### src/rtl/lc_repeat_pkg.sv
package lc_repeat_pkg;

    typedef enum logic {
        REF_EMPTY = 1'b0,
        REF_VALID = 1'b1
    } ref_state_e;

    function automatic int unsigned group_count(input int unsigned width,
                                                input int unsigned grp);
        return (width + grp - 1) / grp;
    endfunction

endpackage

### src/rtl/lc_live_shift.sv
module lc_live_shift #(
    parameter int unsigned LEN = 64
) (
    input  logic           clk,
    input  logic           rst_n,
    input  logic           take,
    input  logic           bit_in,
    output logic [LEN-1:0] live_q,
    output logic [LEN-1:0] live_next
);
    typedef struct packed {
        logic [LEN-1:0] bits;
    } live_t;

    live_t st_d, st_q;

    always_comb begin
        st_d      = st_q;
        live_next = {st_q.bits[LEN-2:0], bit_in};
        if (take) begin
            st_d.bits = live_next;
        end
    end

    always_ff @(posedge clk) begin
        if (!rst_n) begin
            st_q <= '0;
        end else begin
            st_q <= st_d;
        end
    end

    assign live_q = st_q.bits;
endmodule

### src/rtl/lc_copy_timer.sv
module lc_copy_timer
    import lc_repeat_pkg::*;
#(
    parameter int unsigned INTERVAL = 256
) (
    input  logic clk,
    input  logic rst_n,
    input  logic take,
    output logic copy_now,
    output logic loaded_q
);
    localparam int unsigned CNT_W = (INTERVAL > 1) ? $clog2(INTERVAL) : 1;
    localparam logic [CNT_W-1:0] LAST = CNT_W'(INTERVAL - 1);

    typedef struct packed {
        logic [CNT_W-1:0] cnt;
        ref_state_e       state;
    } tmr_t;

    tmr_t st_d, st_q;

    always_comb begin
        st_d     = st_q;
        copy_now = take && (st_q.cnt == LAST);
        if (take) begin
            if (copy_now) begin
                st_d.cnt   = '0;
                st_d.state = REF_VALID;
            end else begin
                st_d.cnt = st_q.cnt + 1'b1;
            end
        end
    end

    always_ff @(posedge clk) begin
        if (!rst_n) begin
            st_q <= '{cnt: '0, state: REF_EMPTY};
        end else begin
            st_q <= st_d;
        end
    end

    assign loaded_q = (st_q.state == REF_VALID);
endmodule

### src/rtl/lc_ref_hold.sv
module lc_ref_hold #(
    parameter int unsigned LEN = 64
) (
    input  logic           clk,
    input  logic           rst_n,
    input  logic           load,
    input  logic [LEN-1:0] load_val,
    output logic [LEN-1:0] ref_q
);
    typedef struct packed {
        logic [LEN-1:0] bits;
    } ref_t;

    ref_t st_d, st_q;

    always_comb begin
        st_d = st_q;
        if (load) begin
            st_d.bits = load_val;
        end
    end

    always_ff @(posedge clk) begin
        if (!rst_n) begin
            st_q <= '0;
        end else begin
            st_q <= st_d;
        end
    end

    assign ref_q = st_q.bits;
endmodule

### src/rtl/lc_match_tree.sv
module lc_match_tree
    import lc_repeat_pkg::*;
#(
    parameter int unsigned LEN = 64,
    parameter int unsigned GRP = 8
) (
    input  logic [LEN-1:0] a,
    input  logic [LEN-1:0] b,
    output logic           all_eq
);
    localparam int unsigned NGRP = group_count(LEN, GRP);
    localparam int unsigned PADW = NGRP * GRP;

    logic [PADW-1:0] eq_bits;
    logic [NGRP-1:0] grp_ok;

    always_comb begin
        eq_bits          = '1;
        eq_bits[LEN-1:0] = ~(a ^ b);
    end

    for (genvar g = 0; g < NGRP; g++) begin : g_grp
        assign grp_ok[g] = &eq_bits[g*GRP +: GRP];
    end

    assign all_eq = &grp_ok;
endmodule

### src/rtl/lc_repeat_detector.sv
module lc_repeat_detector #(
    parameter int unsigned LEN      = 64,
    parameter int unsigned INTERVAL = 256
) (
    input  logic clk,
    input  logic rst_n,
    input  logic sample_vld,
    input  logic sample_bit,
    output logic detect
);
    typedef struct packed {
        logic hit;
    } top_t;

    top_t           st_d, st_q;
    logic [LEN-1:0] live_bits;
    logic [LEN-1:0] live_next;
    logic [LEN-1:0] ref_bits;
    logic           copy_now;
    logic           ref_loaded;
    logic           all_eq;

    lc_live_shift #(.LEN(LEN)) live_i (
        .clk      (clk),
        .rst_n    (rst_n),
        .take     (sample_vld),
        .bit_in   (sample_bit),
        .live_q   (live_bits),
        .live_next(live_next)
    );

    lc_copy_timer #(.INTERVAL(INTERVAL)) timer_i (
        .clk     (clk),
        .rst_n   (rst_n),
        .take    (sample_vld),
        .copy_now(copy_now),
        .loaded_q(ref_loaded)
    );

    lc_ref_hold #(.LEN(LEN)) ref_i (
        .clk     (clk),
        .rst_n   (rst_n),
        .load    (copy_now),
        .load_val(live_next),
        .ref_q   (ref_bits)
    );

    lc_match_tree #(.LEN(LEN), .GRP(8)) match_i (
        .a     (live_next),
        .b     (ref_bits),
        .all_eq(all_eq)
    );

    always_comb begin
        st_d.hit = sample_vld && ref_loaded && all_eq;
    end

    always_ff @(posedge clk) begin
        if (!rst_n) begin
            st_q <= '0;
        end else begin
            st_q <= st_d;
        end
    end

    assign detect = st_q.hit;
endmodule

### config.mk
export PLATFORM = sky130hd
export DESIGN_NAME = lc_repeat_detector
export DESIGN_NICKNAME = d
export VERILOG_FILES = /design/src/rtl/lc_repeat_pkg.sv /design/src/rtl/lc_live_shift.sv /design/src/rtl/lc_copy_timer.sv /design/src/rtl/lc_ref_hold.sv /design/src/rtl/lc_match_tree.sv /design/src/rtl/lc_repeat_detector.sv
export SDC_FILE = /design/constraint.sdc
export NUM_CORES = 1
export LEC_CHECK = 0
export BUFFER_PORTS_ARGS = -buffer_cell sky130_fd_sc_hd__buf_2
export CAP_MARGIN = 0
export CORE_AREA = 2 2 112 114
export CTS_BUF_LIST = sky130_fd_sc_hd__clkbuf_8
export DETAILED_ROUTE_END_ITERATION = 10
export DIE_AREA = 0 0 114 116
export GPL_TIMING_DRIVEN = 1
export PLACE_DENSITY = 0.7
export SLEW_MARGIN = 20
export SYNTH_ARGS = -nofsm -noshare
export SYNTH_HDL_FRONTEND = slang
export SYNTH_HIERARCHICAL = 1
export SYNTH_SLANG_ARGS = --single-unit
### constraint.sdc
create_clock -name clk -period 5.63 [get_ports clk]
set_clock_uncertainty 0.1 [all_clocks]
set_input_delay 0.563 -clock clk [delete_from_list [all_inputs] [get_ports clk]]
set_output_delay 0.563 -clock clk [all_outputs]
set_load 0.1 [all_outputs]
==> results.yml, run 1 <==
worst_setup_path:
  path_buf_inv: 1
  crit_required_ns: 5.85
  cp.arrival_ns: 2.62
  cp_slowest_cell: "buf_6"
  cp-start-kind: "flop"
  reg2reg_depth: 6
  crit_chain: "ha_1 > nand4_2 > nor3_2 > buf_6 > mux2i_1 > nor2b_1"
  crit_cells: 6
  crit_type: "reg2reg"
  path_max_fanout: 66
  crit_path_end_kind: "flop"
  cp_top_family: "buffers and inverters"
  cpPeakStageDelay_ns: 0.64
timing:
  rsz0062_at_grt: "no"
  max_freq_ghz: 0.4174
  period_needed_ns: 2.396
  drv_slew: 0
  tightest_slew_ns: 1.038
  slew_headroom: 0.3078
  finalSetupViolCount: 0
  min_period_over_period: 0.4255
  hold_viol: 0
  setup-tns-final_ns: 0
  holdWs_ns: 0.3618
status:
  status: "complete, no violations"
routing:
  postRouteAntennaNets: 0
  via_per_inst: 5.064
  routedWlPerCell_um: 14.56
  drc: 0
  drt-total-wl_um: 10180
  firstDrtPassIters: 4
  num_vias: 3540
  initialDrtViolationCount: 131
die:
  die_y_um: 116
  ioPinCount: 5
  die_w_um: 114
  die-area_um2: 13220
  rows: 40
  start_util: 0.5058
  core_area_um2: 11910
global_route:
  grt_overflow: 0
  grt_usage: 0.1665
  grt_max_degree: 67
  grt_pass1_wl_um: 17020
  antenna_found_initial: 0
  first_global_vias: 3440
placed_design:
  place_congestion: 0.6986
  dpl_cell_area_um2: 5989
  portBuffers: 4
  hpwlAfterDp_um: 6445
synthesis:
  synth_warnings: 6
  syn_nets: 548
  syn_area_um2: 6025
  postSynthAreaPerCell_um2: 11.09
  synthCells: 543
layout:
  syn_to_final_growth_pct: 6.251
  seq_area_um2: 2743
  stdcell_area_um2: 6401
  n_antenna_cell: 0
  fin_nets: 544
  drive_gt1_frac: 0.07246
  nFillCells: 1061
  multi_input_area_um2: 3007
min_path:
  hp-class: "in2reg"
  hold_depth: 3
cts:
  clk_pin_slew_ns: 0.07
  clock_latency_ns: 0.43
  postCtsResizedCells: 0
  ctsHtreeMaxLevel: 4
  holdBufCountCts: 0
  cts_setup_buffers: 0
  cts_sinks: 137
  cts_tree: "built"
  cts_buffer_depth: 2
  clock-root-buffer: "clkbuf_8"
  cts_buffers: 17
power_and_ir_drop:
  peakVddDrop_uv: 211.5
  power_density_nw_per_um2: 288.3
  p_leak_uw: 0.002638
run:
  drv_cap: 0
-- metal layers --
layer  wire length, µm  vias up  track usage
met4               181        0      0.07805
li1                  -     1820            -
met3               229       13      0.04079
met2              4702       32       0.2663
met1              5062     1675       0.2132
met5                 0        -            0
-- through the flow --
step / power [µW] / instances / util / setup WS [ns]
global placement: 1053 / 667 / 0.5028 / 3.024
detailed placement: 1053 / 667 / 0.5028 / 2.977
floorplan: 1049 / 543 / - / 3.658
global route: 1910 / 699 / 0.5374 / 3.039
CTS: 1870 / 699 / 0.5371 / 3.022
finish: 1846 / 699 / 0.5374 / 3.234
-- path summary, 6_finish.rpt --
kind | from | to | slack [ns]
setup reg to reg | timer_i/st_q[1] | ref_i/ref_q[1] | 3.23
setup / recovery | timer_i/st_q[1] | ref_i/ref_q[1] | 3.23
hold reg to reg | timer_i/loaded_q | timer_i/loaded_q | 0.37
hold / removal | sample_bit | live_i/live_q[0] | 0.36
-- where the power goes --
group	internal (µW)	switching (µW)	leakage, µW
sequential	971	2.93	0.00110
combinational	28.2	28.8	0.00131
clock	464	351	0.000223
total	1460	383	0.00264
-- worst reg2reg max path, stage by stage (launching register included) --
cell and delay [ns]:
dfxtp_1 0.43, ha_1 0.28, nand4_2 0.19, nor3_2 0.24
buf_6 0.64, mux2i_1 0.35, nor2b_1 0.07
-- cell type report --
cell class	instances	area share
clock buffers	20	0.04300
repair buffers	8	0.008796
flip-flops and latches	137	0.4285
multi-input cells	374	0.4697
inverters	1	0.0005864
clock inverters	12	0.02072
well taps	147	0.02873
-- sequential cells by signal, indices dropped and copies added, names as in the netlist --
name	count
live_i/live_q	63
detect	1
timer_i/st_q	8
ref_i/ref_q	64
timer_i/loaded_q	1
-- cells in the final DEF (no fill, tap or decap) --
cell	instances
nor2_1	2
dfxtp_1	137
buf_2	3
or3_1	2
nor4_2	1
xor2_1	66
nor2b_1	128
o31ai_1	1
mux2i_1	128
clkinvlp_4	1
inv_1	5
nand2_1	4
o41ai_1	1
a21boi_1	1
a211o_1	1
a21oi_1	1
nand3_1	2
ha_1	1
nor3_2	1
nor4_1	16
nand4_2	1
clkbuf_8	20
and4_1	1
and2_1	1
clkinv_2	4
xnor2_1	1
nand3b_1	4
a31o_2	1
buf_4	4
bufinv_16	3
buf_6	1
nand4_1	5
o21a_1	1
o21ai_0	3
Note: power is estimated with default switching activity, not from simulation.
==> inputs of run 2 (changes only) <==
Settings changed: ABC_AREA set to 1, CORE_AREA 2 2 112 114 to 2 2 118 120, DIE_AREA 0 0 114 116 to 0 0 120 122.
Clock period 5.63 ns to 2.4 ns, I/O delays scaled along.
==> run 2 against run 1 <==
Against the previous run: critical path type unchanged; register-to-register slack worse by 2.7 ns; sequential power up 150%; die area up 11%; total power up 140%; wire length up 4.1%; cell count up 74%; non-clock buffer count up 3; worst setup slack worse by 2.7 ns; synthesized cell count up 92%; clock power up 98%.
==> results.yml, run 2 <==
worst_setup_path:
  cp.arrival_ns: 2.10
  r2r_start: "timer_i/st_q[1]"
  cp_slowest_cell: "dfxtp_1"
  crit_type: "reg2reg"
  path_max_fanout: 34
  crit_required_ns: 2.63
  cp-start-kind: "flop"
  crit_chain: "ha_1 > nand3_2 > nor2_2 > nand2_2 > inv_4 > buf_12 > nand2_1 > nand2_1 > nor2_1"
  cpPeakStageDelay_ns: 0.38
  crit_path_end_kind: "flop"
  reg2reg_depth: 9
  reg2reg_to: "ref_i/ref_q[11]"
  crit_start: "timer_i/st_q[1]"
  crit_end: "ref_i/ref_q[11]"
  reg2reg_slack_ns: 0.53
  cpMostUsedCell: "nand2_1"
timing:
  hold_viol: 0
  finalSetupViolCount: 0
  setup-tns-final_ns: 0
  setup_ws_ns: 0.5298
  drv_slew: 0
  period_needed_ns: 1.870
  tightest_slew_ns: 0.5873
  rsz0062_at_grt: "no"
  min_period_over_period: 0.7793
  slew_headroom: 0.6085
  max_freq_ghz: 0.5347
global_route:
  grt_overflow: 0
  use_met1: 0.1924
  antenna_found_initial: 0
  globalRoute.busiestLayer: "met2"
  grtUsageMet3: 0.05618
  grt_usage: 0.1621
  first_global_vias: 4629
  grt_pass1_wl_um: 19420
  grt_max_degree: 136
  grt_use_met2: 0.2710
synthesis:
  synthCells: 1043
  postSynthAreaPerCell_um2: 6.426
  synth_warnings: 6
  syn_area_um2: 6703
  syn_nets: 1048
layout:
  n_antenna_cell: 0
  fin_nets: 1034
  syn_to_final_growth_pct: 4.798
  multi_input_area_um2: 2977
  largest_reg_flops: 64
  utilization: 0.5202
  seq_area_um2: 2743
  nFillCells: 1383
  final_cell_mix: "nand2_1, nor2_1, inv_1"
  drive_gt1_frac: 0.04042
  finalNonFillerCells: 1219
  layout.cells.most_common: "nand2_1"
power_and_ir_drop:
  peakVddDrop_uv: 439.2
  switchingPower_uw: 1114
  p_leak_uw: 0.003165
  switching_share: 0.2509
  comb_power_share: 0.090
  internal_power_uw: 3327
  power.share.clock: 0.364
  power_uw: 4441
  pwr-share-seq: 0.546
  power_density_nw_per_um2: 632.2
die:
  die-area_um2: 14640
  core_area_um2: 13500
  start_util: 0.4963
  rows: 43
  die_y_um: 122
  die_w_um: 120
  ioPinCount: 5
cts:
  cts_sinks: 137
  cts_tree: "built"
  cts_setup_buffers: 0
  clock_latency_ns: 0.44
  ctsHtreeMaxLevel: 4
  clock-root-buffer: "clkbuf_8"
  clk_pin_slew_ns: 0.07
  holdBufCountCts: 1
  postCtsResizedCells: 0
  cts_buffer_depth: 2
  cts_buffers: 17
placed_design:
  post-place-cells: 1189
  pre_cts_slack_ns: 0.5525
  hpwlAfterDp_um: 6277
  place_congestion: 0.7681
  portBuffers: 4
routing:
  firstDrtPassIters: 6
  num_vias: 5114
  postRouteAntennaNets: 0
  routedWlPerCell_um: 8.689
  via_per_inst: 4.195
  drc: 0
  initialDrtViolationCount: 288
  drt-total-wl_um: 10590
run:
  drv_cap: 0
min_path:
  hp-class: "in2reg"
status:
  status: "complete, no violations"
==> run 2: per-layer routing <==
layer	wire length, µm	share of wire
met3	264	0.025
met2	4636	0.44
met4	116	0.011
met1	5574	0.53
met5	0	0
==> run 2: how the worst min path moves through the flow <==
stage / start / endpoint / cells after the start
after global placement: timer_i/loaded_q / detect / 2
after floorplan: rst_n / detect / 2
after detailed placement: timer_i/loaded_q / detect / 2
final: rst_n / timer_i/st_q[7] / 3
after CTS: sample_vld / timer_i/st_q[8] / 5
after global routing: rst_n / ref_i/ref_q[41] / 3
==> run 2: layout make-up <==
class,count,share of cell area
Tap cell,180,0.03206
Sequential cell,137,0.3905
Clock buffer,22,0.04311
Clock inverter,7,0.004275
Inverter,157,0.08425
Multi-Input combinational cell,705,0.4238
Timing Repair Buffer,11,0.02209
==> run 2: through the flow <==
step / hold slack, ns / instance area [µm²]
global route: 0.1574 / 7024
finish: 0.1603 / 7024
global placement: 0.3399 / 6681
floorplan: 0.2538 / 6703
detailed placement: 0.3408 / 6681
CTS: 0.1202 / 7024
==> run 2: power groups by stage <==
| stage | combinational, µW | sequential (µW) | clock (µW) |
|---|---|---|---|
| after global routing | 479 | 2440 | 1800 |
| after CTS | 406 | 2430 | 1680 |
| final | 402 | 2420 | 1610 |
| after floorplan | 366 | 2460 | 0 |
| after global placement | 399 | 2480 | 0 |
| after detailed placement | 403 | 2480 | 0 |
==> run 2: critical path: cells and delay by family (launching register included) <==
family                     cells  cell delay, ns
adders and majority gates      1            0.20
buffers and inverters          2            0.55
DFF                            1            0.38
and+or+nand+nor                6            0.51
